===== config.mk =====
export PLATFORM = sky130hd
export DESIGN_NAME = cc_alu
export DESIGN_NICKNAME = d
export VERILOG_FILES = /design/src/rtl/cc_alu_pkg.sv /design/src/rtl/cc_alu_rst_sync.sv /design/src/rtl/cc_alu_addsub.sv /design/src/rtl/cc_alu_flags.sv /design/src/rtl/cc_alu.sv
export SDC_FILE = /design/constraint.sdc
export NUM_CORES = 1
export LEC_CHECK = 0
export BUFFER_PORTS_ARGS = -buffer_cell sky130_fd_sc_hd__buf_2
export CORE_MARGIN = 3
export CORE_UTILIZATION = 38
export CTS_CLUSTER_DIAMETER = 200
export DETAILED_ROUTE_END_ITERATION = 16
export PLACE_DENSITY_LB_ADDON = 0.3
export SYNTH_ARGS = -nofsm -noshare
export SYNTH_HDL_FRONTEND = slang
export SYNTH_SLANG_ARGS = --single-unit

===== constraint.sdc =====
create_clock -name clk -period 4.09 [get_ports clk]
set_clock_uncertainty 0.05 [all_clocks]
set_input_delay 0.2045 -clock clk [delete_from_list [all_inputs] [get_ports clk]]
set_output_delay 0.2045 -clock clk [all_outputs]
set_load 0.005 [all_outputs]

===== src/rtl/cc_alu_pkg.sv =====
package cc_alu_pkg;
  typedef enum logic [1:0] {
    OP_ADD = 2'd0,
    OP_SUB = 2'd1,
    OP_AND = 2'd2,
    OP_XOR = 2'd3
  } alu_op_e;

  typedef struct packed {
    logic zero;
    logic sign;
    logic ovf;
  } cc_t;

  localparam cc_t CC_RESET = '{zero: 1'b1, sign: 1'b0, ovf: 1'b0};
endpackage


===== src/rtl/cc_alu_rst_sync.sv =====
module cc_alu_rst_sync #(
  parameter int STAGES = 2
) (
  input  logic clk,
  input  logic rst_n,
  output logic rst_sync_n
);
  logic [STAGES-1:0] chain_q;

  always_ff @(posedge clk or negedge rst_n) begin
    if (!rst_n) chain_q <= '0;
    else        chain_q <= {chain_q[STAGES-2:0], 1'b1};
  end

  assign rst_sync_n = chain_q[STAGES-1];
endmodule


===== src/rtl/cc_alu_addsub.sv =====
module cc_alu_addsub #(
  parameter int WIDTH = 64
) (
  input  logic [WIDTH-1:0] opnd_a,
  input  logic [WIDTH-1:0] opnd_b,
  input  logic             do_sub,
  output logic [WIDTH-1:0] sum,
  output logic             ovf
);
  localparam int MSB = WIDTH - 1;

  logic [WIDTH-1:0] a_eff;

  // One carry chain serves both: b + a, or b + ~a + 1.
  always_comb begin
    a_eff = do_sub ? ~opnd_a : opnd_a;
    sum   = opnd_b + a_eff + {{(WIDTH-1){1'b0}}, do_sub};
    ovf   = (opnd_b[MSB] == a_eff[MSB]) && (sum[MSB] != opnd_b[MSB]);
  end
endmodule


===== src/rtl/cc_alu_flags.sv =====
module cc_alu_flags #(
  parameter int WIDTH = 64
) (
  input  logic                clk,
  input  logic                rst_n,
  input  logic                upd_en,
  input  logic [WIDTH-1:0]    value,
  input  logic                ovf_in,
  output cc_alu_pkg::cc_t     cc
);
  import cc_alu_pkg::*;

  cc_t cc_q, cc_d;

  always_comb begin
    cc_d = cc_q;
    if (upd_en) begin
      cc_d.zero = (value == '0);
      cc_d.sign = value[WIDTH-1];
      cc_d.ovf  = ovf_in;
    end
  end

  always_ff @(posedge clk or negedge rst_n) begin
    if (!rst_n) cc_q <= CC_RESET;
    else        cc_q <= cc_d;
  end

  assign cc = cc_q;
endmodule


===== src/rtl/cc_alu.sv =====
module cc_alu #(
  parameter int WIDTH = 64
) (
  input  logic             clk,
  input  logic             rst_n,
  input  logic [WIDTH-1:0] op_a,
  input  logic [WIDTH-1:0] op_b,
  input  logic [3:0]       fn_code,
  input  logic             set_cc,
  output logic [WIDTH-1:0] result,
  output logic             illegal,
  output logic             zf,
  output logic             sf,
  output logic             of
);
  import cc_alu_pkg::*;

  logic             rst_sync_n;
  logic             legal;
  alu_op_e          op_sel;
  logic [WIDTH-1:0] arith_res;
  logic             arith_ovf;
  logic             ovf_sel;
  cc_t              cc;

  cc_alu_rst_sync #(.STAGES(2)) u_rst (
    .clk        (clk),
    .rst_n      (rst_n),
    .rst_sync_n (rst_sync_n)
  );

  assign legal  = (fn_code[3:2] == 2'b00);
  assign op_sel = alu_op_e'(fn_code[1:0]);

  cc_alu_addsub #(.WIDTH(WIDTH)) u_addsub (
    .opnd_a (op_a),
    .opnd_b (op_b),
    .do_sub (op_sel == OP_SUB),
    .sum    (arith_res),
    .ovf    (arith_ovf)
  );

  always_comb begin
    result  = '0;
    ovf_sel = 1'b0;
    if (legal) begin
      unique case (op_sel)
        OP_ADD, OP_SUB: begin
          result  = arith_res;
          ovf_sel = arith_ovf;
        end
        OP_AND: result = op_b & op_a;
        OP_XOR: result = op_b ^ op_a;
      endcase
    end
  end

  cc_alu_flags #(.WIDTH(WIDTH)) u_flags (
    .clk    (clk),
    .rst_n  (rst_sync_n),
    .upd_en (set_cc && legal),
    .value  (result),
    .ovf_in (ovf_sel),
    .cc     (cc)
  );

  assign illegal = !legal;
  assign zf      = cc.zero;
  assign sf      = cc.sign;
  assign of      = cc.ovf;
endmodule


==> implementation parameters <==
Parameter                              Value

Run status
  Run status    finished, final reports clean

Final layout
  Final net count    1809
  Antenna fix cells    0
  Register area    between 100 and 150 sq um
  Most common cell after layout, fill and taps aside    sky130_fd_sc_hd__buf_4
  Share of cells above drive strength 1    36.8%
  Area growth, synth to finish    44.0%
  Commonest cells after routing, fill and taps aside    sky130_fd_sc_hd__buf_4, sky130_fd_sc_hd__buf_2, sky130_fd_sc_hd__ha_1
  Filler instances    2019
  Multi-input combinational cell area    7830 sq um
  Count of placed standard cells in the final layout, fillers left out    about 1800

Run
  Max capacitance violation total    0

Place
  Number of I/O port buffers    approximately 200
  Post-DP HPWL    31.3 mm
  Placed cell count    1792
  Routability Congestion    just under 1

Drt
  Total wirelength of the detailed-routed design    36.9 mm
  Drt initial violations    758
  Post-detailed-route wirelength per cell    between 20 and 25 um
  Total number of vias    10438
  Routed vias/inst    5.79
  Remaining DRCs    0
  Antenna violation net count after detailed routing    0
  Detailed-router iteration count before antenna repair    5

Floorplanning
  Count of standard-cell rows    52
  Die width    151 um
  Area of the die    22900 sq um
  Height of the die    151 um
  IO Pins    203
  Area of the core    between 20000 and 25000 sq um
  Initial core utilization    39.2%

CTS
  Clock transition at the registers of the reported paths    40 ps
  Clock Root Buffer    sky130_fd_sc_hd__clkbuf_16
  Max Root-Sink Buffers    2
  Clock latency of the later-clocked register in the worst-skew pair    240 ps
  TritonCTS Buffers    3
  Number of clock sinks    5
  CTS H-Tree Depth    1
  CTS tree    built

GRT
  Initial antenna violation count    0
  Largest net degree at the start of global routing    60
  Global-route wire length before repair    55.4 mm
  Vias in the first global route    between 9000 and 10000
  GRT Total Usage    31.0%
  Remaining Overflow, GRT    0

Synthesis
  Asr flop ratio synth    100%
  Count of flip-flops with a built-in enable after synthesis    0
  Part of the Yosys area used for sequential elements    1.57%
  Number of warning messages in the yosys log    0
  Synthesized instance count    1114
  Ys flop type    sky130_fd_sc_hd__dfrtp_1
  Average cell area after synthesis    7.20 sq um
  Synthesized net count    1388
  Number of library cell types mapped by synthesis    91
  Synthesized area    ~8000 sq um
  Flip-flop and latch count after synthesis    5

Worst setup path
  Critical path type    in -> reg
  Max stage delay on crit path    560 ps
  Peak fanout along the critical path    10
  CP required    4220 ps
  Slowest stage cell, crit path    sky130_fd_sc_hd__or4b_4
  Nature of the critical path startpoint    input pin
  Minimum setup slack among reg-to-reg paths    3290 ps
  Series of cell instances along the critical path    buf_2 -> inv_4 -> nand2_8 -> buf_12 -> xnor2_1 -> ha_1 -> buf_4 -> buf_4 -> nand4_4 -> or2_4 -> o22ai_2 -> or4_4 -> o211ai_4 -> o21ai_4 -> a211oi_4 -> xnor2_2 -> or4b_4 -> a2111oi_4 -> nand4_1 -> nand2_1
  Cell repeated most along the worst path    sky130_fd_sc_hd__buf_4
  CP Capture Type    register
  Signal arrival time at the worst endpoint    4070 ps

Timing
  Setup TNS    0 ps
  Minimum clock period    3940 ps
  Measured slew at the worst slew-check pin    1070 ps
  Final Max Slew Viols    0
  Setup repair after global routing missed its margin    true
  Final Hold Vio Count    0
  Period utilisation layout    96.4%
  Worst-case hold slack    22.4 ps
  Relative slew margins    28.3%
  Timing-limited maximum frequency    254 MHz
  Setup violations, final    0

Power and ir drop
  Static leakage power    0.00565 uW
  Pwr Density    approximately 230 nW/um^2
  Worst voltage drop across the vdd grid    ~0.14 mV

Min path
  Hold WC Path Type    reg -> async
## cells in the mapped netlist, drive strengths merged (16+ instances only)
cell	count	area share [%]
mux2i	54	6.7
ha	138	22
o21ai	76	4.8
clkbuf	41	2.0
o21bai	17	1.6
nand4	27	2.4
a21o	29	2.7
nor3	23	1.4
a211oi	21	2.2
inv	17	0.80
xnor2	89	9.7
xor2	16	1.7
nand2	104	4.9
buf	19	1.6
a21oi	116	7.4
nand3	18	1.1
nor2	90	4.2
## final timing paths
| check | cells past startpoint | from | to |
|---|---|---|---|
| max | 20 | fn_code[1] | u_flags.cc[2] |
| min | 0 | u_rst.chain_q[1] | u_flags.cc[1] |
| max reg2reg | 2 | u_flags.cc[2] | u_flags.cc[2] |
| min reg2reg | 0 | u_rst.chain_q[1] | u_flags.cc[1] |
| max in group asynchronous | 2 | rst_n | u_rst.chain_q[1] |
| min in group clk | 0 | u_rst.chain_q[0] | u_rst.chain_q[1] |
## where the power goes
group	total, uW	switching, uW	internal (uW)
Combinational	2390	1280	1110
Clock	169	39.3	130
Sequential	56.9	2.67	54.2
Total	2620	1320	1300
## final cells by class
| type | count | share of cell area (%) |
|---|---|---|
| clock buffers | 4 | 0.682 |
| repair buffers | 476 | 27.0 |
| well taps | 270 | 2.92 |
| flip-flops and latches | 5 | 1.09 |
| inverters | 17 | 0.574 |
| multi-input cells | 1032 | 67.7 |
## logic make-up (layout without fill, tap and decap cells)
kind of cell / after synthesis / in the layout / synth area share [%]
and+or+nand+nor: 343 / 343 / 21.1
buffers and inverters: 77 / 497 / 4.43
AOI/OAI and AO/OA: 375 / 375 / 30.7
xor gates and xnor gates: 105 / 105 / 11.5
DFF: 5 / 5 / 1.57
other: 1 / 1 / 0.0467
adders and majority gates: 139 / 139 / 21.8
muxes: 69 / 69 / 8.84
## state kept, by name (all words and copies together) (netlist names)
| name | count |
|---|---|
| u_rst.chain_q | 2 |
| u_flags.cc | 3 |
## per-layer routing
metal | vias up | GRT usage [%] | part of all wire, %
li1 | 5055 | - | -
met1 | 4884 | 44.1 | 46
met2 | 444 | 48.5 | 43
met3 | 55 | 5.83 | 9.0
met4 | 0 | 6.89 | 2.3
met5 | - | 0 | 0
## worst max-delay path, delay by kind of cell
family                     cells  cell delay, ps
adders and majority gates      1             330
buffers and inverters          5             650
xor gates and xnor gates       2             240
and+or+nand+nor                7            1660
AOI/OAI and AO/OA              5             970
## metrics by stage
stage               power [uW]  instance area [sq um]  worst slack [ps]  utilization, %
global placement          2300                  11100              -521            54.3
floorplan                 1260                   8070              41.0               -
finish                    2620                  11600               147            56.4
global route              2810                  11600             -27.8            56.4
CTS                       2510                  11300             0.705            55.1
detailed placement        2300                  11100              -472            54.3
## timing repair
item	CTS	global route
gates resized for setup	17	44
setup endpoints to repair	4	21
hold buffers	1	0
pin swaps	7	10
hold endpoints to repair	2	0
buffers inserted	4	3
Note: power is estimated with default switching activity, not from simulation.
